### src/rtl/mcu_sreg_unit.sv
module mcu_sreg_unit #(
  parameter logic [7:0] ADDR_STAT = 8'h10,
  parameter logic [7:0] ADDR_SP   = 8'h11,
  parameter logic [7:0] ADDR_DLO  = 8'h12,
  parameter logic [7:0] ADDR_DHI  = 8'h13,
  parameter logic [7:0] SP_INIT   = 8'h07
) (
  input  logic        clk,
  input  logic        rst_n,
  input  logic [7:0]  sfr_addr,
  input  logic        sfr_wr,
  input  logic [7:0]  sfr_wdata,
  output logic [7:0]  sfr_rdata,
  input  logic        push,
  input  logic        pop,
  input  logic        cy_we,
  input  logic        cy_in,
  input  logic        ac_we,
  input  logic        ac_in,
  input  logic        ov_we,
  input  logic        ov_in,
  input  logic [7:0]  acc,
  input  logic        dptr_ld,
  input  logic [15:0] dptr_ld_data,
  output logic [7:0]  stk_addr,
  output logic [7:0]  bank_base,
  output logic [15:0] dptr
);

  logic [7:0]  sp;
  logic [15:0] dp;
  logic        cy, ac, fa, ov, fb;
  logic [1:0]  bank;

  wire wr_stat = sfr_wr && sfr_addr == ADDR_STAT;
  wire wr_sp   = sfr_wr && sfr_addr == ADDR_SP;
  wire wr_dlo  = sfr_wr && sfr_addr == ADDR_DLO;
  wire wr_dhi  = sfr_wr && sfr_addr == ADDR_DHI;
  wire [7:0] sp_inc = sp + 8'd1;
  wire [7:0] status = {cy, ac, fa, bank, ov, fb, ^acc};

  assign stk_addr  = push ? sp_inc : sp;
  assign bank_base = {3'b000, bank, 3'b000};
  assign dptr      = dp;

  always_comb begin
    case (sfr_addr)
      ADDR_STAT: sfr_rdata = status;
      ADDR_SP:   sfr_rdata = sp;
      ADDR_DLO:  sfr_rdata = dp[7:0];
      ADDR_DHI:  sfr_rdata = dp[15:8];
      default:   sfr_rdata = 8'h00;
    endcase
  end

  always_ff @(posedge clk or negedge rst_n) begin
    if (!rst_n) begin
      sp <= SP_INIT;
    end else if (push) begin
      sp <= sp_inc;
    end else if (pop) begin
      sp <= sp - 8'd1;
    end else if (wr_sp) begin
      sp <= sfr_wdata;
    end
  end

  always_ff @(posedge clk or negedge rst_n) begin
    if (!rst_n) begin
      dp <= '0;
    end else if (dptr_ld) begin
      dp <= dptr_ld_data;
    end else begin
      if (wr_dlo) dp[7:0]  <= sfr_wdata;
      if (wr_dhi) dp[15:8] <= sfr_wdata;
    end
  end

  always_ff @(posedge clk or negedge rst_n) begin
    if (!rst_n) begin
      {cy, ac, fa, bank, ov, fb} <= '0;
    end else begin
      if (wr_stat) begin
        fa   <= sfr_wdata[5];
        bank <= sfr_wdata[4:3];
        fb   <= sfr_wdata[1];
      end
      if (cy_we)        cy <= cy_in;
      else if (wr_stat) cy <= sfr_wdata[7];
      if (ac_we)        ac <= ac_in;
      else if (wr_stat) ac <= sfr_wdata[6];
      if (ov_we)        ov <= ov_in;
      else if (wr_stat) ov <= sfr_wdata[2];
    end
  end

  assert_push_R2: assert property (@(posedge clk) disable iff (!rst_n)
    push |=> sp == $past(stk_addr));
  assert_pop_R3: assert property (@(posedge clk) disable iff (!rst_n)
    (pop && !push) |=> sp == $past(stk_addr) - 8'd1);
  assert_bank_R6: assert property (@(posedge clk) disable iff (!rst_n)
    (wr_stat) |=> bank_base == {3'b000, $past(sfr_wdata[4:3]), 3'b000});
  assert_alu_cy_R7: assert property (@(posedge clk) disable iff (!rst_n)
    cy_we |=> cy == $past(cy_in));
  assert_alu_ov_R7: assert property (@(posedge clk) disable iff (!rst_n)
    ov_we |=> ov == $past(ov_in));
  assert_dptr_ld_R8: assert property (@(posedge clk) disable iff (!rst_n)
    dptr_ld |=> dptr == $past(dptr_ld_data));
  assert_sp_hold_R9: assert property (@(posedge clk) disable iff (!rst_n)
    (!push && !pop && !wr_sp) |=> $stable(sp));

endmodule

### config.mk
export PLATFORM = sky130hd
export DESIGN_NAME = mcu_sreg_unit
export DESIGN_NICKNAME = d
export VERILOG_FILES = /design/src/rtl/mcu_sreg_unit.sv
export SDC_FILE = /design/constraint.sdc
export NUM_CORES = 1
export LEC_CHECK = 0
export BUFFER_PORTS_ARGS = -buffer_cell sky130_fd_sc_hd__buf_4
export CAP_MARGIN = 10
export CORE_MARGIN = 4
export CORE_UTILIZATION = 45
export CTS_BUF_LIST = sky130_fd_sc_hd__clkbuf_4
export DETAILED_ROUTE_END_ITERATION = 8
export HOLD_SLACK_MARGIN = 0.03
export PLACE_DENSITY = 0.88
export REMOVE_ABC_BUFFERS = 1
export SLEW_MARGIN = 25
export SYNTH_ARGS = -nofsm -noshare
export SYNTH_HDL_FRONTEND = slang
export SYNTH_SLANG_ARGS = --single-unit
### constraint.sdc
create_clock -name clk -period 2.3 [get_ports clk]
set_clock_uncertainty 0.05 [all_clocks]
set_input_delay 0.46 -clock clk [delete_from_list [all_inputs] [get_ports clk]]
set_output_delay 0.46 -clock clk [all_outputs]
set_load 0.01 [all_outputs]
# After elaboration in Yosys (flattened, before gate mapping)
# Index checks and enable logic that the tools add are counted.
[classes]
n_addsub = 2
n_reduce_logical = 11
n_eq_ne = 4
mux = 14
[op_table]
columns = ["cell", "n"]
rows = [
  ["$mux W8", 6],
  ["$eq A8 B5 Y1 const B", 4],
  ["$pmux W8 S4", 1],
  ["$mux W16", 1],
  ["$reduce_bool A2 Y1", 5],
  ["$add A8 B1 Y8 const B", 1],
  ["$reduce_xor A8 Y1", 1],
  ["$sub A8 B1 Y8 const B", 1],
  ["$mux W1", 6],
  ["$logic_and A1 B1 Y1", 4],
  ["$reduce_bool A3 Y1", 1],
]
[word_totals]
input_bits = 52
out_inout_bits = 40
elab_cells = 40
regBits = 31

# Depth between registers and ports, before layout
[logic_depth]
depth_word = 5
ltp_mapped = 8
depth_no_buf = 7

# Worst setup path after synthesis
# OpenSTA, ideal clock, no wires.
[synth_timing]
path_kind = "reg2out"
startpoint = "register sp[0]"
endpoint = "output stk_addr[7]"
n_path_buf = 1
stages_incl_launch_ff = 6
arrival_ns = 1.792
required_ns = 1.790
slack_ns = -0.002
cell_sequence = "dfstp_2 clkbuf_1 inv_1 nor4_1 nand3_1 xnor2_1"
[synth_via]
elab_chain_len = 2
[synth_lines]
columns = ["element", "line_no", "rtl"]
rows = [
  ["start: declaration", "30", "logic [7:0] sp;"],
  ["start signal: assignment", "60", "sp <= sp_inc;"],
  ["start signal: assignment", "62", "sp <= sp - 8'd1;"],
  ["start signal: assignment", "64", "sp <= sfr_wdata;"],
  ["$add A8 B1 Y8", "39", "wire [7:0] sp_inc = sp + 8'd1;"],
  ["$mux W8", "42", "assign stk_addr = push ? sp_inc : sp;"],
  ["end: declaration", "25", "output logic [7:0] stk_addr,"],
]
# Every way passes these cells.

# Worst setup path in the final report
[layout_timing]
startpoint = "input acc[1]"
endpoint = "output sfr_rdata[0]"
[layout_via]
elab_chain_len = 2
[layout_lines]
columns = ["element", "line_no", "rtl"]
rows = [
  ["start: declaration", "22", "input logic [7:0] acc,"],
  ["$reduce_xor A8 Y1", "40", "wire [7:0] status = {cy, ac, fa, bank, ov, fb, ^acc};"],
  ["$pmux W8 S4", "47", "case (sfr_addr)"],
  ["end: declaration", "13", "output logic [7:0] sfr_rdata,"],
]
# Every way passes these cells.

==> impl_metrics.env <==
export IMPL_status="finished, violations left"
export IMPL_violations="setup timing"
export IMPL_drv_slew=0
export IMPL_switching_power_uw=812
export IMPL_pre_cts_ws_ns=-0.140
export IMPL_rrSetupSlack_ns=0.20
export IMPL_worstSetupEndpointType="output pin"
export IMPL_grt_pass1_wl_um=11100
export IMPL_synth_warnings=0
export IMPL_clock_latency_ns=0.34
export IMPL_fp_dieW_um=78.6
export IMPL_wirelength_um=7210
export IMPL_vias=2351
export IMPL_ys_ff_latch=31
export IMPL_clockPowerShare_pct=20.0
export IMPL_cts_tree="built"
export IMPL_h_tree_depth=2
export IMPL_path_max_fanout=1
export IMPL_p_seq_share_pct=37.6
export IMPL_cts_sinks=31
export IMPL_first_pass_iters=4
export IMPL_die_y_um=78.6
export IMPL_worstPathRequired_ns=1.79
export IMPL_cts_root_buf="clkbuf_4"
export IMPL_drt_vias_per_instance=5.69
export IMPL_grt_max_degree=33
export IMPL_dp_hpwl_um=5140
export IMPL_finalHoldViolCount=0
export IMPL_clock_path_buffers=2
export IMPL_fin_crit_ns=2.30
export IMPL_syn_instance_count=256
export IMPL_area_growth_pct=42.0
export IMPL_routedWlPerCell_um=17.4
export IMPL_comb_power_share_pct=42.4
export IMPL_die_area_um2=6180
export IMPL_final_cell_mix="buf_4, nand2_1, dfrtp_1"
export IMPL_cts_made_buffers=5
export IMPL_cts_reportedPaths_clkPinSlew_ns=0.12
export IMPL_crit_arrival_ns=1.79
export IMPL_overflow=0
export IMPL_ir_worst_vdd_uv=450
export IMPL_start_kind="input pin"
export IMPL_drive_gt1_share_pct=42.8
export IMPL_syn_area_um2=2240
export IMPL_io_pins=92
export IMPL_antennaDiodeCount=0
export IMPL_grt_pass1_vias=2256
export IMPL_remaining_drc_errors=0
export IMPL_path_class="input pin to output pin"
export IMPL_layout_nets=399
export IMPL_ant_nets=0
export IMPL_whs_ns=0.259
export IMPL_internal_power_mw=1.35
export IMPL_switching_share_pct=37.6
export IMPL_finalSetupViolCount=1
export IMPL_synth_cell_types=45
export IMPL_max_freq_mhz=434
export IMPL_num_rows=25
export IMPL_ys_seq_area_share_pct=34.7
export IMPL_num_fill_cells=415
export IMPL_place_gp_congestion=0.839
export IMPL_port_buffers=85
export IMPL_cap_violations=0
export IMPL_antenna_found_initial=0
export IMPL_finalCritPeriodShare_pct=100
export IMPL_core_region_area_um2=4790
export IMPL_final_common_cell="buf_4"
export IMPL_setup_slack_ns=-0.00418
export IMPL_start_util_pct=46.9
export IMPL_p_per_area_nw_per_um2=679
export IMPL_leakagePower_nw=1.54
export IMPL_rsz0062_at_grt="yes"
export IMPL_min_path_type="input pin to flop"
export IMPL_synth_avg_cell_area_um2=8.76
export IMPL_drtIter0Drc=251
export IMPL_grt_usage_pct=22.8
## power groups by stage
| stage | clock network, mW | logic, mW | registers, mW |
|---|---|---|---|
| 2_1_floorplan | 0 | 0.393 | 0.803 |
| 3_3_place_gp | 0 | 0.745 | 0.828 |
| 3_5_place_dp | 0 | 0.768 | 0.839 |
| 4_1_cts | 0.439 | 0.840 | 0.802 |
| 5_1_grt | 0.458 | 0.996 | 0.827 |
| 6_report | 0.432 | 0.918 | 0.813 |
## layer usage
metal  vias up  wire [um]  track usage, %
met5         -          0               0
met4         0        161            7.17
met3        19        804            6.42
met2       152       3580            39.0
met1      1114       2670            27.5
li1       1066          -               -
## critical path: stages
cell and delay [ns]:
buf_4 0.12, xnor2_2 0.20, xnor2_2 0.14, xnor2_1 0.09, mux4_2 0.45, and2b_2 0.21, buf_6 0.12
## cell usage after synthesis (all sizes together)
cell type / number / share of area, %
nand2: 38 / 6.4
dfrtp: 28 / 31
a21oi: 22 / 4.9
o21ai: 21 / 4.7
clkbuf: 13 / 2.2
buf: 12 / 3.7
nor2b: 12 / 3.3
xnor2: 11 / 4.3
mux2i: 10 / 4.5
nor2: 9 / 1.5
a31oi: 8 / 2.2
and2b: 8 / 3.1
mux4: 8 / 8.0
inv: 6 / 1.0
nor3: 6 / 1.3
xor2: 5 / 2.0
dfstp: 3 / 3.5
nand2b: 3 / 0.84
nand3: 3 / 0.67
nand4: 3 / 0.84
nor4: 3 / 0.84
or4: 3 / 1.2
a211oi: 2 / 0.67
ha: 2 / 1.1
o31ai: 2 / 0.67
or3: 2 / 0.84
a21o: 1 / 0.33
a311oi: 1 / 0.39
and3: 1 / 0.28
and4: 1 / 0.39
conb: 1 / 0.17
mux2: 1 / 0.50
nand3b: 1 / 0.33
o211ai: 1 / 0.33
o221ai: 1 / 0.39
o22ai: 1 / 0.28
o41ai: 1 / 0.39
or2: 1 / 0.28
or3b: 1 / 0.39
## layout make-up
type / instances / area, um2 / area share (%)
multi-input combinational: 200 / 1450 / 45.5
sequential: 31 / 782 / 24.5
timing repair buffer: 101 / 772 / 24.2
tap: 67 / 83.8 / 2.63
clock inverter: 3 / 38.8 / 1.22
clock buffer: 5 / 37.5 / 1.18
inverter: 6 / 22.5 / 0.707
## logic make-up (layout without fill, tap and decap cells)
| kind of cell | count (synthesis) | in the layout | share of synthesized area [%] |
|---|---|---|---|
| AO/OA/AOI/OAI | 61 | 61 | 15.3 |
| XOR/XNOR | 16 | 16 | 6.25 |
| adder cells (fa/ha/maj) | 2 | 2 | 1.12 |
| buffers and inverters | 31 | 115 | 6.92 |
| flip-flops | 31 | 31 | 34.7 |
| multiplexers | 19 | 19 | 13.0 |
| other | 1 | 6 | 0.167 |
| AND/OR/NAND/NOR | 95 | 96 | 22.5 |
## what timing repair did
action | CTS | global route
setup endpoints to repair | 11 | 7
pin swaps | 4 | 6
buffers inserted | 1 | 4
resized for setup | 9 | 16
gates cloned | 0 | 1
endpoints found under the hold margin | 28 | 0
hold buffers | 1 | 0
## path summary, 6_finish.rpt
check	startpoint	end	depth (start not counted)
min in group asynchronous	rst_n	dptr[9]	2
max in group asynchronous	rst_n	sp[0]	2
worst max register to register	sp[0]	sp[6]	7
worst min-delay path	dptr_ld_data[14]	dptr[14]	3
worst max-delay path	acc[1]	sfr_rdata[0]	7
worst min register to register	fb	fb	2
## through the flow
step                      total power, mW  util (%)  cells  setup TNS (ns)  area (um2)
after floorplan                      1.20         -    236           -2.88        2130
after global placement               1.57      61.2    398          -0.680        2930
after detailed placement             1.61      61.2    398           -1.30        2930
after CTS                            2.08      64.2    408               0        3070
after global routing                 2.28      66.6    413          -0.155        3190
final                                2.16      66.6    413        -0.00418        3190
## state kept, by name, indices dropped and copies added (netlist names)
signal,count
dptr,16
sp,8
bank,2
ac,1
cy,1
fa,1
fb,1
ov,1
(Power assumes the default switching activity.)
